===== config.mk =====
export PLATFORM = sky130hd
export DESIGN_NAME = xfer_ctl_unit
export DESIGN_NICKNAME = d
export VERILOG_FILES = /design/src/rtl/xfer_pkg.sv /design/src/rtl/xfer_decode.sv /design/src/rtl/xfer_target.sv /design/src/rtl/xfer_trap_seq.sv /design/src/rtl/xfer_ctl_unit.sv
export SDC_FILE = /design/constraint.sdc
export NUM_CORES = 1
export LEC_CHECK = 0
export CAP_MARGIN = 5
export CORE_AREA = 2 2 107 109
export DETAILED_ROUTE_END_ITERATION = 10
export DIE_AREA = 0 0 109 111
export DONT_BUFFER_PORTS = 1
export PLACE_DENSITY = 0.58
export RECOVER_POWER = 100
export SLEW_MARGIN = 5
export SYNTH_ARGS = -nofsm -noshare
export SYNTH_HDL_FRONTEND = slang
export SYNTH_SLANG_ARGS = --single-unit

===== constraint.sdc =====
create_clock -name clk -period 4 [get_ports clk]
set_clock_uncertainty 0.2 [all_clocks]
set_input_delay 0.4 -clock clk [delete_from_list [all_inputs] [get_ports clk]]
set_output_delay 0.4 -clock clk [all_outputs]
set_load 0.005 [all_outputs]

===== src/rtl/xfer_pkg.sv =====
package xfer_pkg;

  typedef enum logic [1:0] {
    XK_NONE = 2'd0,
    XK_TRAP = 2'd1,
    XK_CALL = 2'd2,
    XK_RET  = 2'd3
  } xfer_kind_e;

  typedef enum logic [1:0] {
    TS_IDLE  = 2'd0,
    TS_FETCH = 2'd1,
    TS_LOAD  = 2'd2,
    TS_FIN   = 2'd3
  } trap_st_e;

  localparam logic [3:0] OPC_TRAP = 4'b1111;
  localparam logic [3:0] OPC_CALL = 4'b0100;
  localparam logic [3:0] OPC_JUMP = 4'b1100;

endpackage


===== src/rtl/xfer_decode.sv =====
module xfer_decode
  import xfer_pkg::*;
#(
  parameter int WORD_W    = 16,
  parameter int REG_IDX_W = 3,
  parameter int BASE_LSB  = 6,
  parameter int OFS_W     = 11,
  parameter int VEC_W     = 8,
  parameter int LINK_IDX  = 7
) (
  input  logic [WORD_W-1:0]    instr,
  input  logic                 instr_valid,
  input  logic                 busy,
  output xfer_kind_e           kind,
  output logic                 rel_mode,
  output logic [REG_IDX_W-1:0] base_idx,
  output logic [OFS_W-1:0]     ofs,
  output logic [VEC_W-1:0]     vec
);

  localparam int OPC_LSB = WORD_W - 4;

  logic [3:0] opc;

  assign opc      = instr[WORD_W-1:OPC_LSB];
  assign rel_mode = instr[OFS_W];
  assign base_idx = instr[BASE_LSB +: REG_IDX_W];
  assign ofs      = instr[OFS_W-1:0];
  assign vec      = instr[VEC_W-1:0];

  always_comb begin
    kind = XK_NONE;
    if (instr_valid && !busy) begin
      unique case (opc)
        OPC_TRAP: kind = XK_TRAP;
        OPC_CALL: kind = XK_CALL;
        OPC_JUMP: if (base_idx == REG_IDX_W'(LINK_IDX)) kind = XK_RET;
        default:  kind = XK_NONE;
      endcase
    end
  end

endmodule


===== src/rtl/xfer_target.sv =====
module xfer_target
  import xfer_pkg::*;
#(
  parameter int WORD_W = 16,
  parameter int OFS_W  = 11
) (
  input  xfer_kind_e        kind,
  input  logic              rel_mode,
  input  logic [WORD_W-1:0] pc_next,
  input  logic [OFS_W-1:0]  ofs,
  input  logic [WORD_W-1:0] base_data,
  output logic [WORD_W-1:0] target
);

  localparam int EXT_W = WORD_W - OFS_W;

  function automatic logic [WORD_W-1:0] sext_ofs(input logic [OFS_W-1:0] o);
    return {{EXT_W{o[OFS_W-1]}}, o};
  endfunction

  // Sum is truncated to WORD_W bits, so it wraps modulo 2^WORD_W.
  function automatic logic [WORD_W-1:0] rel_dest(input logic [WORD_W-1:0] pc,
                                                 input logic [OFS_W-1:0]  o);
    return pc + sext_ofs(o);
  endfunction

  always_comb begin
    if (kind == XK_CALL && rel_mode) target = rel_dest(pc_next, ofs);
    else                             target = base_data;
  end

endmodule


===== src/rtl/xfer_trap_seq.sv =====
module xfer_trap_seq
  import xfer_pkg::*;
#(
  parameter int WORD_W     = 16,
  parameter int VEC_W      = 8,
  parameter int TABLE_BASE = 0
) (
  input  logic              clk,
  input  logic              rst_n,
  input  logic              start,
  input  logic [VEC_W-1:0]  vec,
  input  logic [WORD_W-1:0] pc_next,
  input  logic              mem_ack,
  input  logic [WORD_W-1:0] mem_rdata,
  output logic              mem_req,
  output logic [WORD_W-1:0] mem_addr,
  output logic              busy,
  output logic              trap_load,
  output logic              trap_done,
  output logic [WORD_W-1:0] trap_pc,
  output logic [WORD_W-1:0] trap_link
);

  localparam int PAD_W = WORD_W - VEC_W;

  trap_st_e          st;
  logic [WORD_W-1:0] tbl_addr;
  logic [WORD_W-1:0] addr_q;
  logic [WORD_W-1:0] link_q;
  logic [WORD_W-1:0] tgt_q;

  if (TABLE_BASE == 0) begin : g_table_zero
    assign tbl_addr = {{PAD_W{1'b0}}, vec};
  end else begin : g_table_based
    assign tbl_addr = WORD_W'(TABLE_BASE) | {{PAD_W{1'b0}}, vec};
  end

  always_ff @(posedge clk or negedge rst_n) begin
    if (!rst_n) begin
      st     <= TS_IDLE;
      addr_q <= '0;
      link_q <= '0;
      tgt_q  <= '0;
    end else begin
      unique case (st)
        TS_IDLE: if (start) begin
          st     <= TS_FETCH;
          addr_q <= tbl_addr;
          link_q <= pc_next;
        end
        TS_FETCH: if (mem_ack) begin
          st    <= TS_LOAD;
          tgt_q <= mem_rdata;
        end
        TS_LOAD: st <= TS_FIN;
        TS_FIN:  st <= TS_IDLE;
        default: st <= TS_IDLE;
      endcase
    end
  end

  assign mem_req   = (st == TS_FETCH);
  assign mem_addr  = addr_q;
  assign busy      = (st != TS_IDLE);
  assign trap_load = (st == TS_LOAD);
  assign trap_done = (st == TS_FIN);
  assign trap_pc   = tgt_q;
  assign trap_link = link_q;

endmodule


===== src/rtl/xfer_ctl_unit.sv =====
module xfer_ctl_unit
  import xfer_pkg::*;
#(
  parameter int WORD_W     = 16,
  parameter int REG_IDX_W  = 3,
  parameter int BASE_LSB   = 6,
  parameter int OFS_W      = 11,
  parameter int VEC_W      = 8,
  parameter int LINK_IDX   = 7,
  parameter int TABLE_BASE = 0
) (
  input  logic                 clk,
  input  logic                 rst_n,
  input  logic                 instr_valid,
  input  logic [WORD_W-1:0]    instr,
  input  logic [WORD_W-1:0]    pc_next,
  output logic [REG_IDX_W-1:0] rf_rd_addr,
  input  logic [WORD_W-1:0]    rf_rd_data,
  output logic                 mem_req,
  output logic [WORD_W-1:0]    mem_addr,
  input  logic                 mem_ack,
  input  logic [WORD_W-1:0]    mem_rdata,
  output logic                 pc_load,
  output logic [WORD_W-1:0]    pc_value,
  output logic                 link_we,
  output logic [WORD_W-1:0]    link_data,
  output logic                 done
);

  xfer_kind_e          kind;
  logic                rel_mode;
  logic [OFS_W-1:0]    ofs;
  logic [VEC_W-1:0]    vec;
  logic [WORD_W-1:0]   target;

  // Named internal events, observed by the bound checker.
  logic                busy;
  logic                issue_call;
  logic                issue_ret;
  logic                issue_trap;
  logic                trap_load;
  logic                trap_done;
  logic [WORD_W-1:0]   trap_pc;
  logic [WORD_W-1:0]   trap_link;

  logic                cl_load_q;
  logic                cl_link_q;
  logic [WORD_W-1:0]   cl_pc_q;
  logic [WORD_W-1:0]   cl_ret_q;

  xfer_decode #(
    .WORD_W(WORD_W), .REG_IDX_W(REG_IDX_W), .BASE_LSB(BASE_LSB),
    .OFS_W(OFS_W), .VEC_W(VEC_W), .LINK_IDX(LINK_IDX)
  ) u_decode (
    .instr(instr), .instr_valid(instr_valid), .busy(busy),
    .kind(kind), .rel_mode(rel_mode), .base_idx(rf_rd_addr),
    .ofs(ofs), .vec(vec)
  );

  xfer_target #(.WORD_W(WORD_W), .OFS_W(OFS_W)) u_target (
    .kind(kind), .rel_mode(rel_mode), .pc_next(pc_next), .ofs(ofs),
    .base_data(rf_rd_data), .target(target)
  );

  assign issue_call = (kind == XK_CALL);
  assign issue_ret  = (kind == XK_RET);
  assign issue_trap = (kind == XK_TRAP);

  xfer_trap_seq #(.WORD_W(WORD_W), .VEC_W(VEC_W), .TABLE_BASE(TABLE_BASE)) u_trap (
    .clk(clk), .rst_n(rst_n), .start(issue_trap), .vec(vec), .pc_next(pc_next),
    .mem_ack(mem_ack), .mem_rdata(mem_rdata), .mem_req(mem_req),
    .mem_addr(mem_addr), .busy(busy), .trap_load(trap_load),
    .trap_done(trap_done), .trap_pc(trap_pc), .trap_link(trap_link)
  );

  // Single-cycle path for call and return: the base register is sampled in
  // the issue cycle, before the link write lands.
  always_ff @(posedge clk or negedge rst_n) begin
    if (!rst_n) begin
      cl_load_q <= 1'b0;
      cl_link_q <= 1'b0;
      cl_pc_q   <= '0;
      cl_ret_q  <= '0;
    end else begin
      cl_load_q <= issue_call || issue_ret;
      cl_link_q <= issue_call;
      if (issue_call || issue_ret) begin
        cl_pc_q  <= target;
        cl_ret_q <= pc_next;
      end
    end
  end

  assign pc_load   = cl_load_q | trap_load;
  assign pc_value  = trap_load ? trap_pc : cl_pc_q;
  assign link_we   = cl_link_q | trap_load;
  assign link_data = trap_load ? trap_link : cl_ret_q;
  assign done      = cl_load_q | trap_done;

endmodule


==> results of run 1 <==
## layer usage
metal  wire, um  share of wire, %  global-route usage (%)  vias up
met5          0                 0                       0        -
met1       4280                43                    21.6     1420
li1           -                 -                       -     1430
met4        216               2.2                    6.58        0
met2       4700                47                    26.8       84
met3        700               7.1                    5.76       15
## cell families (layout without fill, tap and decap cells)
logic type                 after synthesis  count (layout)  share of synthesized area, %
and+or+nand+nor                        103             103                          10.6
DFF                                     76              76                          44.2
other                                    1               8                        0.0872
AOI/OAI and AO/OA                       79              79                          12.5
xor gates and xnor gates                10              10                          2.04
muxes                                   77              77                          20.1
adders and majority gates               21              21                          6.29
buffers and inverters                   32              44                          4.19
## final timing paths
path                       slack, ps  depth (start not counted)          start                  to
setup / recovery                1120                          8   u_trap.st[0]          cl_pc_q[4]
hold / removal                    10                          2  rf_rd_data[7]          cl_pc_q[7]
setup reg to reg                1120                          8   u_trap.st[0]          cl_pc_q[4]
hold reg to reg                  280                          2     cl_pc_q[4]          cl_pc_q[4]
max in group asynchronous       1520                          2          rst_n        cl_ret_q[13]
min in group asynchronous        970                          2          rst_n  u_trap.mem_addr[4]
## timing repair
item                      CTS  global route
hold endpoints to repair   94             1
hold buffers               21             1
resized for setup           0             0
setup buffers               0             0
## flip-flops by register name (all words and copies together), names as in the netlist
signal            flops
cl_pc_q              16
u_trap.trap_link     16
cl_load_q             1
cl_ret_q             16
cl_link_q             1
u_trap.st             2
u_trap.mem_addr       8
u_trap.trap_pc       16
## critical path: cells and delay by family, from the launching register on
family                   cells  cell delay [ps]
adder cells (fa/ha/maj)      1              190
flip-flops                   1              400
AND/OR/NAND/NOR              4             1650
AO/OA/AOI/OAI                2              210
buffers and inverters        1              130
## cells in the final DEF, fill, tap and decap left out, types with 6 or more instances in the layout
cell           netlist  routed
dfrtp_1             76      76
nand2_1             64      64
mux2_2              75      62
dlygate4sd3_1        0      21
ha_1                20      20
o21ai_0             15      19
a21oi_1             17      17
nor2_1              15      14
mux2_1               0      13
a22o_1               9       9
clkbuf_16            0       9
nand3_1              7       8
conb_1               1       8
xnor2_1              7       7
o21a_1               6       6
## cells in the mapped netlist (2+ instances only)
cell type	number
nand3_1	7
o21ai_0	15
o21a_1	6
o211ai_1	2
a21o_1	4
buf_4	12
a22o_1	9
a21oi_1	17
nor2_1	15
xnor2_1	7
o221ai_1	2
mux2_2	75
clkbuf_1	8
xor2_1	3
dfrtp_1	76
buf_2	6
ha_1	20
o21ai_1	4
nor3_1	5
a22oi_1	5
a211oi_1	4
inv_1	4
o31ai_1	2
nand2_1	64
or2_2	3
or3_1	2
mux2i_1	2
## area by class of cell
cell class,count,area (um2),area share [%]
tap,143,179,3.67
sequential,76,1900,39.0
clock buffer,10,229,4.70
inverter,5,18.8,0.385
timing repair buffer,24,239,4.91
multi-input combinational,298,2230,45.7
clock inverter,5,77.6,1.59
## stage by stage
stage | total power [mW] | utilization, % | instance area [um2]
after global routing | 3.29 | 44.0 | 4870
after detailed placement | 2.26 | 39.5 | 4370
final | 3.08 | 44.0 | 4870
after CTS | 3.14 | 44.3 | 4910
after global placement | 2.21 | 39.5 | 4370
after floorplan | 2.04 | - | 4330
## power breakdown
part	total, mW	leakage, nW	switching [mW]	internal [mW]
Combinational	0.962	1.09	0.443	0.519
Sequential	1.27	0.963	0.182	1.09
Clock	0.840	0.148	0.299	0.540
Total	3.08	2.20	0.924	2.15
==> out/qor.yml, run 1 <==
synth.distinct_cells: 47
syn_to_final_growth_pct: 13.3
clockBufferDepth: 2
synth.largest_area_cell: "dfrtp_1"
ios: 123
slew-limit-headroom_pct: -25.6
path_max_fanout: 20
slowest_stage: "nor4_1"
grt_pass1_vias: 3097
fin_crit_sh_pct: 71.9
synth_ff_type: "dfrtp_1"
final_nets: 503
start_util_pct: 38.8
cts_tree: "built"
synthArstFlopShare_pct: 100
worst_setup_path_end_kind: "flip-flop"
cp_cell_sequence: "inv_1, ha_1, nand3_1, nor4_1, nand2_1, nor3_1, a21oi_1, o21ai_0"
wl_mm: 9.90
placeableCoreArea_mm2: 0.0111
worst_slew_pin_slew_ps: 1880
via_count: 2949
worstPathArrival_ps: 2930
clkSinkCount: 76
drive_above_1_share_pct: 20.6
yosysWarningCount: 0
grt_max_degree: 77
period_needed_ps: 2880
grt_pass1_wl_mm: 15.9
ys_top_cells_by_area: "dfrtp_1, mux2_2, ha_1"
critical_path.max_stage_delay_ps: 580
place_ws_ps: 1490
die_y_um: 111
syn_avg_cell_area_um2: 10.8
status: "finished, violations left"
routabilityCongestion: 0.815
avgViaCountPerCell: 5.26
antenna_left: 0
n_fill_cell: 1033
synth_seq_area_share_pct: 44.2
start_kind: "flip-flop"
synth-edff-count: 0
setup_viol: 0
insertion_delay_ps: 320
timing.hold.ws_ps: 10.9
die-width_um: 109
cts-root-buf: "clkbuf_16"
drt_iter0_drc: 233
netlist_instances: 399
powerDensity_mw_per_mm2: 631
worstPathRequired_ps: 4050
finalHoldViolations: 0
grt_usage_pct: 17.1
cts-buffers-inserted: 9
htreeDepth: 3
maxCapViolCount: 1
row_count: 39
synth_area_mm2: 0.00430
vdd_ir_drop_max_v: 0.000285
dp_cells: 524
dr.pass1.iters: 4
fin_ws_ps: 1120
instances_no_fill: 561
overflow: 0
drc: 0
portBuffers: 0
die_area_mm2: 0.0121
yosys.area.top_type_share_pct: 44.2
p_leak_nw: 2.20
wl_per_cell_um: 17.7
path_class: "flip-flop to flip-flop"
clk_pin_slew_ps: 60
slew_viol_final: 77
setup_tns_ps: 0
hpwl_mm: 7.31
synth_seq_cells: 76
grt_antenna_before_repair: 0
rsz0062_at_grt: "no"
min_path_type: "input pin to flip-flop"
fmax_ghz: 0.347
antenna_cells: 0
violations: "max-capacitance violations, max-slew violations"
(Power assumes the default switching activity.)
==> run 2, diff against run 1 <==
Clock period 4 ns to 2.7 ns, I/O delays scaled along.
==> out/qor.yml, run 2 (synthesis gave the netlist of run 1 again) <==
met3_usage_pct: 4.53
die_area_mm2: 0.0121
start_util_pct: 38.8
clk_pin_slew_ps: 60
rsz0062_at_grt: "no"
via_count: 3183
worstPathRequired_ps: 2770
grt_pass1_wl_mm: 17.3
insertion_delay_ps: 330
worst_setup_path_end_kind: "flip-flop"
clkSinkCount: 76
die-width_um: 109
routabilityCongestion: 0.811
fmax_ghz: 0.405
hpwl_mm: 7.40
path_max_fanout: 25
grt-busiest-layer: "met2"
syn_to_final_growth_pct: 23.3
grt_use_met2_pct: 30.0
min_path_type: "input pin to flip-flop"
die_y_um: 111
fin_crit_sh_pct: 91.4
avgViaCountPerCell: 5.26
switching_share_pct: 30.5
n_fill_cell: 1009
fin_util_pct: 47.8
setup_viol: 0
maxCapViolCount: 1
final_cell_mix: "dfrtp_1, nand2_1, dlygate4sd3_1"
final_nets: 548
period_needed_ps: 2470
cts-buffers-inserted: 9
grt_max_degree: 77
grt_antenna_before_repair: 0
antenna_cells: 0
final_common_cell: "dfrtp_1"
p_leak_nw: 2.40
dr.pass1.iters: 4
wl_per_cell_um: 17.8
placeableCoreArea_mm2: 0.0111
wl_mm: 10.8
switching_power_mw: 1.40
finalHoldViolations: 0
seqPwrFrac_pct: 41.1
slew_viol_final: 77
overflow: 0
vdd_ir_drop_max_v: 0.000344
start_kind: "flip-flop"
cts_setup_buffers: 0
grt_pass1_vias: 3450
cts_tree: "built"
drc: 0
drt_iter0_drc: 141
cts-root-buf: "clkbuf_16"
clkPwrFrac_pct: 27.3
violations: "max-capacitance violations, max-slew violations"
row_count: 39
antenna_left: 0
portBuffers: 0
p_comb_share_pct: 31.6
path_class: "flip-flop to flip-flop"
worstPathArrival_ps: 2540
status: "finished, violations left"
ios: 123
clockBufferDepth: 2
htreeDepth: 3
powerDensity_mw_per_mm2: 867
worst_slew_pin_slew_ps: 1720
grt_usage_pct: 18.6
setup_tns_ps: 0
intPower_mw: 3.19
drive_above_1_share_pct: 18.2
slew-limit-headroom_pct: -14.8
use_met1_pct: 22.9
## run 2: layout make-up
cell class              count  area, um2  share of cell area [%]
multi-input cells         298       2230                    42.0
flip-flops and latches     76       1900                    35.9
inverters                   5       18.8                   0.354
clock inverters             1       30.0                   0.567
clock buffers              13        280                    5.29
repair buffers             69        663                    12.5
well taps                 143        179                    3.38
## run 2: timing repair
| item | 4_1_cts | 5_1_grt |
|---|---|---|
| hold buffers | 63 | 1 |
| setup endpoints to repair | 0 | 5 |
| gates resized for setup | 0 | 1 |
| hold endpoints to repair | 149 | 1 |
## run 2: worst max-delay path, cell delays in order, from the launching register on
cell	delay (ps)
dfrtp_1	400
inv_1	120
ha_1	180
nand3_1	160
or3_1	520
a21o_4	340
inv_2	300
nand2_1	100
nand2_1	70
## run 2: worst paths after layout
| check | depth (start not counted) | startpoint | slack, ps | end |
|---|---|---|---|---|
| setup / recovery | 8 | u_trap.st[0] | 230 | cl_ret_q[0] |
| hold / removal | 3 | rf_rd_data[15] | 8 | cl_pc_q[15] |
| max in group asynchronous | 2 | rst_n | 490 | u_trap.trap_pc[12] |
| min in group asynchronous | 2 | rst_n | 770 | u_trap.trap_link[4] |
| hold reg to reg | 2 | cl_ret_q[3] | 270 | cl_ret_q[3] |
| setup reg to reg | 8 | u_trap.st[0] | 230 | cl_ret_q[0] |
## run 2: power by group through the flow
| stage | combinational, mW | sequential (mW) | clock, mW |
|---|---|---|---|
| 2_1_floorplan | 1.21 | 1.80 | 0 |
| 3_3_place_gp | 1.39 | 1.87 | 0 |
| 3_5_place_dp | 1.43 | 1.91 | 0 |
| 4_1_cts | 1.55 | 1.89 | 1.29 |
| 5_1_grt | 1.62 | 1.95 | 1.32 |
| 6_report | 1.45 | 1.89 | 1.26 |
## run 2: per-layer routing
metal  vias to the layer above  routed length [um]
li1                       1529                   -
met5                         -                   0
met4                         0                 282
met2                        87                5190
met3                        20                 637
met1                      1547                4670
## run 2: stage by stage
stage	setup WS [ps]	hold WS, ps	std cells	power [mW]	instance area, um2
after global placement	332	-224	528	3.27	4390
final	232	7.92	605	4.59	5300
after detailed placement	283	-224	528	3.34	4390
after floorplan	507	-226	406	3.02	4330
after CTS	10.2	0.839	605	4.73	5350
after global routing	74.2	45.6	605	4.90	5300
==> run 3, diff against run 2 <==
Settings changed: CORE_AREA 2 2 107 109 to 2 2 114 116, DIE_AREA 0 0 109 111 to 0 0 116 118, PLACE_DENSITY 0.58 to 0.53.
==> out/qor.yml, run 3 (synthesis gave the netlist of run 1 again) <==
grt_pass1_vias: 3274
drive_above_1_share_pct: 18.7
routabilityCongestion: 0.807
antenna_left: 0
clockBufferDepth: 2
avgViaCountPerCell: 4.89
path_max_fanout: 4
slew-limit-headroom_pct: -14.9
start_util_pct: 34.6
portBuffers: 0
wl_per_cell_um: 17.2
p_comb_share_pct: 32.4
drt_iter0_drc: 154
cts-root-buf: "clkbuf_16"
grt_usage_pct: 16.5
cts-buffers-inserted: 9
powerDensity_mw_per_mm2: 852
fin_ws_ps: 251
critPathBufInv: 3
r2r_slack_ps: 250
holdBufCountCts: 63
overflow: 0
fmax_ghz: 0.408
seqPwrFrac_pct: 41.7
path_class: "flip-flop to flip-flop"
htreeDepth: 3
worstPathArrival_ps: 2530
wl_mm: 10.9
clk_pin_slew_ps: 60
worst_setup_path_end_kind: "flip-flop"
clkPwrFrac_pct: 25.8
slowest_stage: "dlygate4sd3_1"
period_needed_ps: 2450
hpwl_mm: 7.83
setup_viol: 0
final_cell_mix: "dfrtp_1, nand2_1, dlygate4sd3_1"
p_total_mw: 4.53
cts_resized: 0
timing.hold.ws_ps: 54.1
path_delay_family: "buffers and inverters"
fin_crit_sh_pct: 90.7
switching_power_mw: 1.47
final_common_cell: "dfrtp_1"
switching_share_pct: 32.4
final_nets: 549
antenna_cells: 0
grt_pass1_wl_mm: 17.4
grt_max_degree: 77
worst_slew_pin_slew_ps: 1720
ios: 123
worstPathRequired_ps: 2780
start_kind: "flip-flop"
clkSinkCount: 76
row_count: 41
die_area_mm2: 0.0137
grt_antenna_before_repair: 0
setup_tns_ps: 0
slew_viol_final: 77
vdd_ir_drop_max_v: 0.000255
cts_tree: "built"
die-width_um: 116
status: "finished, violations left"
rsz0062_at_grt: "no"
maxCapViolCount: 1
critical_path.max_stage_delay_ps: 610
cp_cell_sequence: "inv_1, ha_1, nand3_2, nor4_1, dlygate4sd3_1, buf_4, nand4_1, o22a_1, nand3_1"
p_leak_nw: 2.39
intPower_mw: 3.06
violations: "max-capacitance violations, max-slew violations"
placeableCoreArea_mm2: 0.0124
fin_util_pct: 42.8
drc: 0
syn_to_final_growth_pct: 23.7
place_ws_ps: 245
min_path_type: "input pin to flip-flop"
dr.pass1.iters: 4
cts_setup_buffers: 0
finalHoldViolations: 0
via_count: 3117
die_y_um: 118
insertion_delay_ps: 340
==> run 3: cell type report <==
cell class / instances / area [um2]
Fill cell: 1193 / 7100
Multi-Input combinational cell: 298 / 2230
Sequential cell: 76 / 1900
Timing Repair Buffer: 70 / 664
Clock buffer: 11 / 253
Tap cell: 172 / 215
Clock inverter: 5 / 33.8
Inverter: 5 / 18.8
==> run 3: power by group through the flow <==
stage          Combinational [mW]  Sequential (mW)  Clock, mW
2_1_floorplan                1.21             1.80          0
3_3_place_gp                 1.41             1.88          0
3_5_place_dp                 1.45             1.91          0
4_1_cts                      1.57             1.89       1.20
5_1_grt                      1.64             1.95       1.24
6_report                     1.47             1.89       1.17
==> run 3: metal layers <==
metal	wire length, um	GRT usage (%)	vias to the layer above
li1	-	-	1535
met1	4740	20.2	1495
met2	5370	27.2	76
met3	668	4.84	11
met4	174	6.18	0
met5	0	0	-
==> run 3: path summary, 6_finish.rpt <==
kind                               from                   to  depth (start not counted)
setup / recovery           u_trap.st[0]           cl_pc_q[9]                          9
hold / removal               pc_next[0]           cl_pc_q[0]                          3
setup reg to reg           u_trap.st[0]           cl_pc_q[9]                          9
hold reg to reg             cl_ret_q[4]          cl_ret_q[4]                          2
max in group asynchronous         rst_n   u_trap.trap_pc[10]                          2
min in group asynchronous         rst_n  u_trap.trap_link[0]                          2
==> run 3: worst register-to-register path, cell delays in order, from the launching register on <==
cell           delay, ps
dfrtp_1              410
inv_1                130
ha_1                 200
nand3_2              120
nor4_1               290
dlygate4sd3_1        610
buf_4                120
nand4_1               80
o22a_1               170
nand3_1               70
==> run 3: metrics by stage <==
stage	area (um2)	std cells
finish	5320	637
global route	5320	637
CTS	5370	637
detailed placement	4440	558
global placement	4440	558
floorplan	4330	406
